File: config.mk
export PLATFORM = sky130hd
export DESIGN_NAME = ivtimer
export DESIGN_NICKNAME = d
export VERILOG_FILES = /design/src/rtl/ivt_pkg.sv /design/src/rtl/ivt_prescaler.sv /design/src/rtl/ivt_channel.sv /design/src/rtl/ivt_regs.sv /design/src/rtl/ivtimer.sv
export SDC_FILE = /design/constraint.sdc
export NUM_CORES = 2
export LEC_CHECK = 0
export BUFFER_PORTS_ARGS = -buffer_cell sky130_fd_sc_hd__buf_2
export CORE_ASPECT_RATIO = 0.7
export CORE_MARGIN = 2
export CORE_UTILIZATION = 30
export CTS_CLUSTER_SIZE = 28
export DETAILED_ROUTE_END_ITERATION = 6
export GPL_TIMING_DRIVEN = 0
export MAX_ROUTING_LAYER = met4
export SYNTH_ARGS = -nofsm -noshare
export SYNTH_HDL_FRONTEND = slang
export SYNTH_SLANG_ARGS = --single-unit
File: constraint.sdc
create_clock -name clk -period 2.9 [get_ports clk]
set_clock_uncertainty 0.05 [all_clocks]
set_input_delay 0.29 -clock clk [delete_from_list [all_inputs] [get_ports clk]]
set_output_delay 0.29 -clock clk [all_outputs]
set_load 0.02 [all_outputs]
File: src/rtl/ivt_pkg.sv
package ivt_pkg;

  // Control word width and prescale exponent width.
  localparam int CTRL_W = 8;
  localparam int PSC_W  = 3;

  // Control word; bit 0 is the least significant member.
  typedef struct packed {
    logic             single;  // [7]   stop run bit on expiry
    logic [PSC_W-1:0] psc;     // [6:4] divide by 2^psc
    logic [1:0]       src;     // [3:2] tick source
    logic             autorl;  // [1]   reload from interval on expiry
    logic             run;     // [0]   counting enabled
  } ivt_ctrl_t;

  typedef enum logic [1:0] {
    SRC_OFF  = 2'd0,
    SRC_MAIN = 2'd1,
    SRC_ALT0 = 2'd2,
    SRC_ALT1 = 2'd3
  } ivt_src_e;

  // Word field inside a 16-byte slot.
  localparam logic [1:0] FLD_CTRL = 2'd0;
  localparam logic [1:0] FLD_INTV = 2'd1;
  localparam logic [1:0] FLD_CUR  = 2'd2;
  localparam logic [1:0] GLB_EN   = 2'd0;
  localparam logic [1:0] GLB_STAT = 2'd1;

endpackage

File: src/rtl/ivt_prescaler.sv
module ivt_prescaler
  import ivt_pkg::*;
#(
  parameter int EXP_W = PSC_W
) (
  input  logic             clk,
  input  logic             rst_n,
  input  logic             restart,
  input  logic             src_tick,
  input  logic [EXP_W-1:0] shift,
  output logic             div_tick
);

  localparam int DIV_W = (1 << EXP_W) - 1;

  logic [DIV_W-1:0] phase_q;
  logic [DIV_W-1:0] mask;

  // mask has shift ones at the bottom; the shift wraps cleanly at the top
  always_comb begin
    mask     = (DIV_W'(1) << shift) - DIV_W'(1);
    div_tick = src_tick && !restart && ((phase_q & mask) == mask);
  end

  always_ff @(posedge clk) begin
    if (!rst_n)        phase_q <= '0;
    else if (restart)  phase_q <= '0;
    else if (src_tick) phase_q <= phase_q + DIV_W'(1);
  end

endmodule

File: src/rtl/ivt_channel.sv
module ivt_channel
  import ivt_pkg::*;
#(
  parameter int CNT_W = 32
) (
  input  logic             clk,
  input  logic             rst_n,
  input  logic             ctrl_we,
  input  logic             intv_we,
  input  logic             cur_we,
  input  logic [CNT_W-1:0] wdata,
  input  logic             tick_main,
  input  logic             tick_alt,
  output ivt_ctrl_t        ctrl_q,
  output logic [CNT_W-1:0] intv_q,
  output logic [CNT_W-1:0] cur_q,
  output logic             expire
);

  logic sel_tick;
  logic src_tick;
  logic div_tick;
  logic at_one;
  logic at_zero;

  always_comb begin
    unique case (ivt_src_e'(ctrl_q.src))
      SRC_OFF:  sel_tick = 1'b0;
      SRC_MAIN: sel_tick = tick_main;
      default:  sel_tick = tick_alt;
    endcase
    src_tick = sel_tick && ctrl_q.run;
  end

  ivt_prescaler #(.EXP_W(PSC_W)) u_psc (
    .clk      (clk),
    .rst_n    (rst_n),
    .restart  (ctrl_we),
    .src_tick (src_tick),
    .shift    (ctrl_q.psc),
    .div_tick (div_tick)
  );

  assign at_one  = (cur_q == CNT_W'(1));
  assign at_zero = (cur_q == '0);
  // A software write of the live count takes priority over the tick.
  assign expire  = div_tick && at_one && !cur_we;

  always_ff @(posedge clk) begin
    if (!rst_n)                        ctrl_q     <= '0;
    else if (ctrl_we)                  ctrl_q     <= ivt_ctrl_t'(wdata[CTRL_W-1:0]);
    else if (expire && ctrl_q.single)  ctrl_q.run <= 1'b0;
  end

  always_ff @(posedge clk) begin
    if (!rst_n)       intv_q <= '0;
    else if (intv_we) intv_q <= wdata;
  end

  always_ff @(posedge clk) begin
    if (!rst_n)                     cur_q <= '0;
    else if (cur_we)                cur_q <= wdata;
    else if (div_tick && !at_zero)  cur_q <= (at_one && ctrl_q.autorl) ? intv_q
                                                                        : cur_q - CNT_W'(1);
  end

endmodule

File: src/rtl/ivt_regs.sv
module ivt_regs
  import ivt_pkg::*;
#(
  parameter int NUM_CH = 6,
  parameter int CNT_W  = 32,
  parameter int ADDR_W = 8
) (
  input  logic              clk,
  input  logic              rst_n,
  input  logic              bus_wr,
  input  logic [ADDR_W-3:0] word_addr,
  input  logic [NUM_CH-1:0] mask_wdata,
  input  logic [NUM_CH-1:0] expire,
  input  ivt_ctrl_t         ch_ctrl [NUM_CH],
  input  logic [CNT_W-1:0]  ch_intv [NUM_CH],
  input  logic [CNT_W-1:0]  ch_cur  [NUM_CH],
  output logic [NUM_CH-1:0] ctrl_we,
  output logic [NUM_CH-1:0] intv_we,
  output logic [NUM_CH-1:0] cur_we,
  output logic [NUM_CH-1:0] en_q,
  output logic [NUM_CH-1:0] pend_q,
  output logic [CNT_W-1:0]  rdata,
  output logic              irq
);

  localparam int SLOT_W = ADDR_W - 4;

  logic [SLOT_W-1:0] slot;
  logic [1:0]        fld;
  logic              glb_sel;
  logic [NUM_CH-1:0] clr_mask;

  assign slot    = word_addr[ADDR_W-3:2];
  assign fld     = word_addr[1:0];
  assign glb_sel = (slot == '0);

  always_comb begin
    for (int ch = 0; ch < NUM_CH; ch++) begin
      ctrl_we[ch] = bus_wr && (slot == SLOT_W'(ch + 1)) && (fld == FLD_CTRL);
      intv_we[ch] = bus_wr && (slot == SLOT_W'(ch + 1)) && (fld == FLD_INTV);
      cur_we[ch]  = bus_wr && (slot == SLOT_W'(ch + 1)) && (fld == FLD_CUR);
    end
  end

  assign clr_mask = (bus_wr && glb_sel && fld == GLB_STAT) ? mask_wdata : '0;

  always_ff @(posedge clk) begin
    if (!rst_n)                                   en_q <= '0;
    else if (bus_wr && glb_sel && fld == GLB_EN)  en_q <= mask_wdata;
  end

  // A hardware set wins over a software clear in the same cycle.
  always_ff @(posedge clk) begin
    if (!rst_n) pend_q <= '0;
    else        pend_q <= (pend_q & ~clr_mask) | expire;
  end

  always_comb begin
    rdata = '0;
    if (glb_sel) begin
      if (fld == GLB_EN)   rdata = CNT_W'(en_q);
      if (fld == GLB_STAT) rdata = CNT_W'(pend_q);
    end
    for (int ch = 0; ch < NUM_CH; ch++) begin
      if (slot == SLOT_W'(ch + 1)) begin
        if (fld == FLD_CTRL) rdata = CNT_W'(ch_ctrl[ch]);
        if (fld == FLD_INTV) rdata = ch_intv[ch];
        if (fld == FLD_CUR)  rdata = ch_cur[ch];
      end
    end
  end

  assign irq = |(pend_q & en_q);

endmodule

File: src/rtl/ivtimer.sv
module ivtimer
  import ivt_pkg::*;
#(
  parameter int NUM_CH = 6,
  parameter int CNT_W  = 32,
  parameter int ADDR_W = 8
) (
  input  logic              clk,
  input  logic              rst_n,
  input  logic              bus_wr,
  input  logic [ADDR_W-1:0] bus_addr,
  input  logic [CNT_W-1:0]  bus_wdata,
  output logic [CNT_W-1:0]  bus_rdata,
  input  logic              tick_main,
  input  logic              tick_alt,
  output logic              irq
);

  localparam int SLOTS = 1 << (ADDR_W - 4);

  initial begin
    if (NUM_CH + 1 > SLOTS)  $error("ivtimer: address space too small for NUM_CH");
    if (CNT_W < CTRL_W)      $error("ivtimer: CNT_W narrower than control word");
    if (NUM_CH > CNT_W)      $error("ivtimer: NUM_CH wider than a register");
  end

  ivt_ctrl_t         ch_ctrl [NUM_CH];
  logic [CNT_W-1:0]  ch_intv [NUM_CH];
  logic [CNT_W-1:0]  ch_cur  [NUM_CH];
  logic [NUM_CH-1:0] ctrl_we, intv_we, cur_we;
  logic [NUM_CH-1:0] en_q, pend_q;
  logic [NUM_CH-1:0] expire_v, run_v, single_v;

  ivt_regs #(.NUM_CH(NUM_CH), .CNT_W(CNT_W), .ADDR_W(ADDR_W)) u_regs (
    .clk        (clk),
    .rst_n      (rst_n),
    .bus_wr     (bus_wr),
    .word_addr  (bus_addr[ADDR_W-1:2]),
    .mask_wdata (bus_wdata[NUM_CH-1:0]),
    .expire     (expire_v),
    .ch_ctrl    (ch_ctrl),
    .ch_intv    (ch_intv),
    .ch_cur     (ch_cur),
    .ctrl_we    (ctrl_we),
    .intv_we    (intv_we),
    .cur_we     (cur_we),
    .en_q       (en_q),
    .pend_q     (pend_q),
    .rdata      (bus_rdata),
    .irq        (irq)
  );

  for (genvar ch = 0; ch < NUM_CH; ch++) begin : g_ch
    ivt_channel #(.CNT_W(CNT_W)) u_chan (
      .clk       (clk),
      .rst_n     (rst_n),
      .ctrl_we   (ctrl_we[ch]),
      .intv_we   (intv_we[ch]),
      .cur_we    (cur_we[ch]),
      .wdata     (bus_wdata),
      .tick_main (tick_main),
      .tick_alt  (tick_alt),
      .ctrl_q    (ch_ctrl[ch]),
      .intv_q    (ch_intv[ch]),
      .cur_q     (ch_cur[ch]),
      .expire    (expire_v[ch])
    );
    assign run_v[ch]    = ch_ctrl[ch].run;
    assign single_v[ch] = ch_ctrl[ch].single;
  end

endmodule

==> impl_metrics.csv <==
group,metric,value,unit
status,outcome,"complete, but fails checks",
status,violations,"DRC, capacitance limit, slew limit, setup timing",
setup_path,arrival,3690,ps
power_and_ir_drop,p_total,16400,uW
clocking,clock_latency,660,ps
floorplanning,num_rows,93,
setup_path,end_kind,"register",
clocking,root_buffer,"clkbuf_16",
final_layout,layout_common_cells,"nand2_1, dfxtp_1, a21oi_1",
sta,relSlewSlack,-14.8,%
routing,antenna_left,0,
routing,first_iter_violations,6488,
sta,tns,-2460,ps
min_path,worstHoldStart,"bus_wdata[27]",
floorplanning,fp.dieH,260,um
clocking,cts_sinks,486,
sta,min_period_over_period,109,%
clocking,cts-buffers-inserted,53,
sta,period_minus_slack,3160,ps
sta,setup_violations,52,
setup_path,regToRegStartpoint,"g_ch[4].u_chan.cur_q[0]",
sta,max_freq,0.317,GHz
setup_path,crit_path_max_fanout,11,
routing,drt-pass1-iter-count,7,
routing,route.detailed.drc,29,
sta,hold_viol_final,0,
sta,rsz0062_at_grt,"yes",
place,hpwlAfterDp,126000,um
floorplanning,initial_core_util,30.4,%
clocking,clock_path_buffers,3,
routing,avgViaCountPerCell,6.31,
yosys,synth_edf_count,0,
power_and_ir_drop,p_per_area,479,mW/mm2
yosys,syn_avg_cell_area,7.15,um2
yosys,synth_cells,3931,
yosys,synth_seq_cells,486,
floorplanning,ios,78,
yosys,synth_fp_nets,3994,
place,routabilityCongestion,1.12,
yosys,async_reset_ff_share,0,%
place,preCtsSetupSlack,-2050,ps
run,cap_violations,2,
final_layout,drive_gt1_share,13.6,%
floorplanning,dieWidth,370,um
setup_path,crit_start,"rst_n",
yosys,synthFlopType,"dfxtp_1",
global_route,grt_pass1_wl,233000,um
clocking,cts_tree,"built",
sta,timing.final.ws_setup,-258,ps
power_and_ir_drop,leakage,0.0125,uW
setup_path,cp.required,3430,ps
floorplanning,dieArea,0.0961,mm2
clocking,clk_pin_slew,70,ps
setup_path,critPathLaunchType,"input port",
final_layout,final_common_cell,"nand2_1",
global_route,gr-total-overflow,0,
sta,worstMarginPinSlew,1720,ps
yosys,ys_seq_area_share,34.6,%
final_layout,syn2layout_area_growth,22.1,%
global_route,antenna_found_initial,18,
setup_path,worstSetupPathType,"in -> reg",
power_and_ir_drop,ir_drop,422,uV
global_route,grt_max_degree,14,
sta,slew_violations,23,
routing,routed_wirelength,169000,um
global_route,first_global_vias,29851,
final_layout,fin_nets,4187,
routing,num_vias,34160,
floorplanning,core,0.0924,mm2
min_path,hp-class,"in -> reg",
place,portBuffers,65,
yosys,synth-warning-count,0,
yosys,ys_types,77,
yosys,synth_area,0.0281,mm2
routing,wl_per_cell,31.2,um
global_route,grtUsageTotal,34.5,%
clocking,h-tree-depth,2,
[timing repair]
action	4_1_cts	5_1_grt
pin swaps	19	49
hold buffers	11	0
setup endpoints to repair	226	220
endpoints found under the hold margin	15	0
gates resized for setup	366	192
setup buffers	32	33
cloned	1	5
[power breakdown]
group          leakage (uW)  internal, uW  switching [uW]
clock              0.000920          4400            3350
sequential          0.00392          6690            41.3
combinational       0.00764           504            1450
total                0.0125         11600            4840
[cell usage after synthesis, drive strengths merged, types with 18 or more instances]
cell | number | area share [%]
a211oi | 39 | 1.1
a21oi | 483 | 8.6
a221o | 27 | 0.96
a22oi | 137 | 3.7
a31oi | 50 | 1.1
and3 | 39 | 0.87
buf | 36 | 0.70
clkbuf | 310 | 4.1
dfxtp | 486 | 35
ha | 18 | 0.80
inv | 34 | 0.45
mux2i | 76 | 2.7
nand2 | 743 | 9.9
nand3 | 83 | 1.5
nand4 | 47 | 1.0
nor2 | 381 | 5.1
nor3 | 61 | 1.1
nor4 | 63 | 1.5
o211ai | 48 | 1.3
o21ai | 250 | 4.5
o22ai | 110 | 2.4
or3 | 34 | 0.76
or4 | 25 | 0.69
xnor2 | 81 | 2.5
xor2 | 71 | 2.2
[state kept, by name, summed over array words and instances (netlist names)]
name	flops
u_regs.pend_q	6
g_ch.u_chan.cur_q	192
g_ch.u_chan.u_psc.phase_q	42
u_regs.en_q	6
g_ch.u_chan.intv_q	192
g_ch.u_chan.ctrl_q	48
[path summary, 6_finish.rpt]
path / to / cells after the start / slack (ps)
max: g_ch[2].u_chan.cur_q[19] / 5 / -260
min: g_ch[1].u_chan.cur_q[27] / 2 / 30
max reg2reg: g_ch[4].u_chan.cur_q[15] / 9 / -50
min reg2reg: g_ch[2].u_chan.intv_q[5] / 2 / 410
[area by class of cell]
type	count	area [um2]
well taps	1235	1550
clock buffers	76	1540
flip-flops and latches	486	9750
multi-input cells	3066	18000
diodes	10	25.0
repair buffers	148	1090
fillers	9880	58100
clock inverters	24	333
inverters	34	128
plain buffers	335	1860
[critical path, cell delays in order]
cell             delay, ps
buf_2                  210
clkdlybuf4s15_1        930
clkbuf_1              1300
nand2_1                620
o22ai_1                300
[logic make-up after synthesis]
logic type / synth area share [%]
AND/OR/NAND/NOR: 24.7
XOR/XNOR: 4.74
multiplexers: 2.79
buffers and inverters: 5.31
adder cells (fa/ha/maj): 0.802
AO/OA/AOI/OAI: 27.1
flip-flops: 34.6
[through the flow]
stage | cell area (um2) | instances | util [%] | hold slack, ps
after floorplan | 28100 | 3931 | - | 376
after global placement | 30000 | 5231 | 32.4 | 394
after detailed placement | 30000 | 5233 | 32.5 | 406
after CTS | 33400 | 5369 | 36.1 | 7.22
after global routing | 34300 | 5413 | 37.1 | 32.6
final | 34300 | 5414 | 37.1 | 30.0
[metal layers]
layer / routed length (um) / global-route usage (%) / up-vias
met5: 0 / - / -
met4: 7060 / 11.4 / 0
met3: 29200 / 14.5 / 459
met2: 63200 / 44.0 / 2792
met1: 69700 / 47.7 / 16419
li1: - / - / 14490
No activity file was read; power rests on OpenSTA's default activity.
